## config.mk

```make
export PLATFORM = sky130hd
export DESIGN_NAME = strap_cfg_ctrl
export DESIGN_NICKNAME = d
export VERILOG_FILES = /design/src/rtl/strap_cfg_pkg.sv /design/src/rtl/strap_sync.sv /design/src/rtl/strap_hold.sv /design/src/rtl/pad_turnover.sv /design/src/rtl/fsel_mux.sv /design/src/rtl/strap_cfg_ctrl.sv
export SDC_FILE = /design/constraint.sdc
export NUM_CORES = 1
export LEC_CHECK = 0
export BUFFER_PORTS_ARGS = -buffer_cell sky130_fd_sc_hd__buf_2
export CAP_MARGIN = 20
export CELL_PAD_IN_SITES_DETAIL_PLACEMENT = 0
export CELL_PAD_IN_SITES_GLOBAL_PLACEMENT = 1
export CORE_MARGIN = 4
export CORE_UTILIZATION = 34
export DETAILED_ROUTE_END_ITERATION = 10
export HOLD_SLACK_MARGIN = 0.12
export PLACE_DENSITY = 0.9
export REMOVE_ABC_BUFFERS = 1
export SETUP_SLACK_MARGIN = 0.4
export SYNTH_ARGS = -nofsm -noshare
export SYNTH_HDL_FRONTEND = slang
export SYNTH_SLANG_ARGS = --single-unit
```

## constraint.sdc

```tcl
create_clock -name clk -period 1.1 [get_ports clk]
set_input_delay 0.055 -clock clk [delete_from_list [all_inputs] [get_ports clk]]
set_output_delay 0.055 -clock clk [all_outputs]
set_load 0.01 [all_outputs]
```

## src/rtl/strap_cfg_pkg.sv

```systemverilog
package strap_cfg_pkg;
  localparam int FS_BITS    = 4;
  localparam int STRAP_BITS = FS_BITS + 1;
  localparam int CODE_BITS  = 5;
  localparam int CFG_BITS   = 8;
  localparam int SRC_SEL_BIT = 3;

  // Software code: programmed bits 2:1 above bits 6:4 of the configuration byte
  function automatic logic [CODE_BITS-1:0] sw_code(input logic [CFG_BITS-1:0] c);
    return {c[2], c[1], c[6], c[5], c[4]};
  endfunction

  // Hardware code: held frequency straps with a zero on top
  function automatic logic [CODE_BITS-1:0] hw_code(input logic [STRAP_BITS-1:0] s);
    return {{(CODE_BITS-FS_BITS){1'b0}}, s[FS_BITS-1:0]};
  endfunction
endpackage

```

## src/rtl/strap_sync.sv

```systemverilog
module strap_sync #(
  parameter int W      = 5,
  parameter int STAGES = 2
) (
  input  logic         clk,
  input  logic [W-1:0] d,
  output logic [W-1:0] q
);
  logic [W-1:0] chain [STAGES];

  generate
    for (genvar g = 0; g < STAGES; g++) begin : g_stage
      if (g == 0) begin : g_first
        always_ff @(posedge clk) chain[g] <= d;
      end else begin : g_next
        always_ff @(posedge clk) chain[g] <= chain[g-1];
      end
    end
  endgenerate

  assign q = chain[STAGES-1];
endmodule

```

## src/rtl/strap_hold.sv

```systemverilog
module strap_hold #(
  parameter int W = 5
) (
  input  logic         clk,
  input  logic         capture,
  input  logic [W-1:0] d,
  output logic [W-1:0] q
);
  logic [W-1:0] held;

  always_ff @(posedge clk) begin
    if (capture) held <= d;
  end

  assign q = held;
endmodule

```

## src/rtl/pad_turnover.sv

```systemverilog
module pad_turnover #(
  parameter int W = 5
) (
  input  logic         clk,
  input  logic         rst,
  input  logic [W-1:0] clk_int,
  output logic [W-1:0] pad_out,
  output logic [W-1:0] pad_oe
);
  logic [W-1:0] out_q;
  logic [W-1:0] oe_q;

  always_ff @(posedge clk) begin
    if (rst) begin
      out_q <= '0;
      oe_q  <= '0;
    end else begin
      out_q <= clk_int;
      oe_q  <= '1;
    end
  end

  assign pad_out = out_q;
  assign pad_oe  = oe_q;
endmodule

```

## src/rtl/fsel_mux.sv

```systemverilog
module fsel_mux
  import strap_cfg_pkg::*;
(
  input  logic                  clk,
  input  logic                  rst,
  input  logic [CFG_BITS-1:0]   cfg_byte,
  input  logic [STRAP_BITS-1:0] held,
  output logic [CODE_BITS-1:0]  code,
  output logic                  sw_active
);
  logic [CODE_BITS-1:0] code_q;
  logic                 sw_q;
  logic [CODE_BITS-1:0] code_d;

  always_comb begin
    if (cfg_byte[SRC_SEL_BIT]) code_d = sw_code(cfg_byte);
    else                       code_d = hw_code(held);
  end

  always_ff @(posedge clk) begin
    if (rst) begin
      code_q <= '0;
      sw_q   <= 1'b0;
    end else begin
      code_q <= code_d;
      sw_q   <= cfg_byte[SRC_SEL_BIT];
    end
  end

  assign code      = code_q;
  assign sw_active = sw_q;
endmodule

```

## src/rtl/strap_cfg_ctrl.sv

```systemverilog
module strap_cfg_ctrl
  import strap_cfg_pkg::*;
#(
  parameter int SYNC_STAGES = 2
) (
  input  logic                  clk,
  input  logic                  rst,
  input  logic [STRAP_BITS-1:0] strap_in,
  input  logic [STRAP_BITS-1:0] clk_int,
  input  logic [CFG_BITS-1:0]   cfg_byte,
  output logic [STRAP_BITS-1:0] pad_out,
  output logic [STRAP_BITS-1:0] pad_oe,
  output logic [STRAP_BITS-1:0] strap_rb,
  output logic [CODE_BITS-1:0]  freq_code,
  output logic                  sw_active
);
  logic [STRAP_BITS-1:0] strap_s;
  logic [STRAP_BITS-1:0] held;

  strap_sync #(.W(STRAP_BITS), .STAGES(SYNC_STAGES)) u_sync (
    .clk (clk),
    .d   (strap_in),
    .q   (strap_s)
  );

  strap_hold #(.W(STRAP_BITS)) u_hold (
    .clk     (clk),
    .capture (rst),
    .d       (strap_s),
    .q       (held)
  );

  pad_turnover #(.W(STRAP_BITS)) u_pads (
    .clk     (clk),
    .rst     (rst),
    .clk_int (clk_int),
    .pad_out (pad_out),
    .pad_oe  (pad_oe)
  );

  fsel_mux u_fsel (
    .clk       (clk),
    .rst       (rst),
    .cfg_byte  (cfg_byte),
    .held      (held),
    .code      (freq_code),
    .sw_active (sw_active)
  );

  assign strap_rb = held;
endmodule

```

==> reports/qor.yml <==
cp.arrival_ns: 0.88
yosysMostFrequentCell: "dfxtp_1"
r2r_cells: 3
gp_congestion: 0.520
critical_path.cell_chain: "buf_2"
yosysSeqAreaShare_pct: 79.1
syn_avg_cell_area_um2: 15.2
drive_gt1_share_pct: 47.1
grt_usage_pct: 8.88
hold_start: "cfg_byte[3]"
finalHoldViolations: 0
ant_nets: 0
skew_ns: 0.000273
route.detailed.drc: 0
netlist_instances: 49
antenna_found_initial: 0
seq_area_um2: 598
cts_buffers: 3
multiInputGateArea_um2: 106
worstMarginPinSlew_ns: 0.319
hold_depth: 2
end_kind: "output pin"
drt-pass1-iter-count: 4
rrSetupSlack_ns: 0.25
ir_drop_v: 0.000725
slowest_delay_ns: 0.42
ys.flop_type: "dfxtp_1"
cts_htree_levels: 1
critical_path.max_fanout: 2
rows: 16
grt_pass1_wl_um: 1780
ys_types: 11
drv_slew: 0
chipWidth_um: 54.9
synthTopCellsByArea: "dfxtp_1 59%, edfxtp_1 20%, mux2i_1 5.4%, nor2b_1 4.2%, buf_4 4.0%"
layout_setup_ws_ns: 0.161
cp-start-kind: "register"
die-area_um2: 3010
fmax_mhz: 1060
wl_per_cell_um: 11.0
async_reset_ff_share_pct: 0
critical_path_class: "reg -> out"
p_per_area_nw_per_um2: 1420
die_h_um: 54.9
final_nets: 123
diodes: 0
fill_cells: 162
fin_setup_tns_ns: 0
synth-warning-count: 0
grt.overflow.total: 0
cts_sinks: 27
drt_wl_total_um: 1420
min_path_type: "in -> reg"
layout_min_cycle_time_ns: 0.939
initial_utilization_pct: 36.9
cts_tree: "yes"
period_share_pct: 85.4
crit_required_ns: 1.04
ios: 41
timing.rr.end: "u_fsel.code[0]$_SDFF_PP0_"
insertion_delay_ns: 0.30
crit_buf_inv: 1
setup_violations: 0
status: "complete, no violations"
numPortBuffers: 38
leakagePower_nw: 0.553
crit_path_top_delay_cell: "edfxtp_1"
synthTopCellsByCount: "22 x dfxtp_1, 5 x edfxtp_1, 5 x nor2b_1"
fin_util_pct: 58.0
cts_hold_buffers: 15
syn_area_um2: 747
via_per_inst: 3.94
clk_pin_slew_ns: 0.13
max-cap-violations: 0
core_um2: 2020
areaGrowthSynthToFinish_pct: 57.1
ys_seq_elements: 27
clockBufferDepth: 2
synth_edf_count: 5
cts-root-buf: "clkbuf_4"
rsz0062_at_grt: "yes"
cp_top_family: "flip-flops"
first_iter_violations: 2
grt_max_degree: 17
synth_top_area_cell: "dfxtp_1"
min_to: "u_fsel.sw_active$_SDFF_PP0_"
relSlewSlack_pct: 78.8
synth_top_area_share_pct: 59.0
post-place-ws_ns: 0.395
vias: 508
grt_pass1_vias: 433
timing.rr.start: "u_hold.q[0]$_DFFE_PP_"
[sequential cells by signal, summed over array words and instances, names as in the netlist]
signal / count
u_fsel.code: 5
u_fsel.sw_active: 1
u_hold.q: 5
u_pads.pad_oe: 1
u_pads.pad_out: 5
u_sync.chain: 10
[cell families (layout without fill, tap and decap cells)]
kind of cell,after synthesis,count (layout),share of synthesized area (%)
buf+inv,7,60,6.70
simple gates,11,11,8.88
mux,4,4,5.36
flops,27,27,79.1
[report_power, final]
| group | switching (mW) | total, mW | leakage, nW | internal (mW) |
|---|---|---|---|---|
| clock | 0.252 | 0.393 | 0.0150 | 0.141 |
| sequential | 0.0185 | 1.08 | 0.234 | 1.06 |
| combinational | 0.0733 | 0.195 | 0.304 | 0.121 |
[area by class of cell]
class | count | share of cell area, %
multi-input cells | 15 | 9.06
inverters | 1 | 0.320
well taps | 27 | 2.88
clock buffers | 4 | 2.24
flip-flops and latches | 27 | 51.0
repair buffers | 55 | 34.5
[through the flow]
step	instances	area (um2)	total power [mW]	hold slack [ns]
final	129	1170	1.67	0.0566
after global routing	129	1170	1.73	0.0365
after global placement	108	925	1.22	0.159
after detailed placement	108	925	1.23	0.159
after CTS	128	1140	1.67	0.0508
after floorplan	43	701	1.15	0.0827
[cells in the final DEF, fill, tap and decap left out, types with 2 or more instances in the layout]
| master | instances |
|---|---|
| nor2_1 | 4 |
| mux2i_1 | 4 |
| dfxtp_2 | 3 |
| edfxtp_1 | 5 |
| buf_2 | 30 |
| buf_4 | 2 |
| buf_6 | 8 |
| nor2b_1 | 5 |
| dfxtp_1 | 18 |
| clkbuf_4 | 3 |
| dlygate4sd3_1 | 15 |
[timing repair]
| item | 4_1_cts | 5_1_grt |
|---|---|---|
| setup buffers | 1 | 1 |
| resized for setup | 7 | 6 |
| hold endpoints to repair | 17 | 4 |
| endpoints found under the setup margin | 23 | 25 |
[worst reg2reg max path, stage by stage (launching register included)]
cell and delay (ns):
edfxtp_1 0.42, buf_4 0.15, mux2i_1 0.12, nor2_1 0.05
[metal layers]
layer	routed length, um	vias up	global-route usage [%]
li1	-	258	-
met5	0	-	0
met1	499	217	7.77
met4	16	0	6.22
met3	211	2	4.09
met2	691	31	15.7
[how the worst max path moves through the flow]
stage | startpoint | depth (start not counted) | slack [ns] | to
after floorplan | u_hold.q[0]$_DFFE_PP_ | 2 | 0.40 | u_fsel.code[0]$_SDFF_PP0_
after global placement | rst | 1 | 0.41 | u_hold.q[4]$_DFFE_PP_
after detailed placement | u_hold.q[0]$_DFFE_PP_ | 2 | 0.39 | u_fsel.code[0]$_SDFF_PP0_
after CTS | u_hold.q[2]$_DFFE_PP_ | 1 | 0.16 | strap_rb[2]
after global routing | u_hold.q[3]$_DFFE_PP_ | 1 | 0.11 | strap_rb[3]
final | u_hold.q[3]$_DFFE_PP_ | 1 | 0.16 | strap_rb[3]
Note: power is estimated with default switching activity, not from simulation.
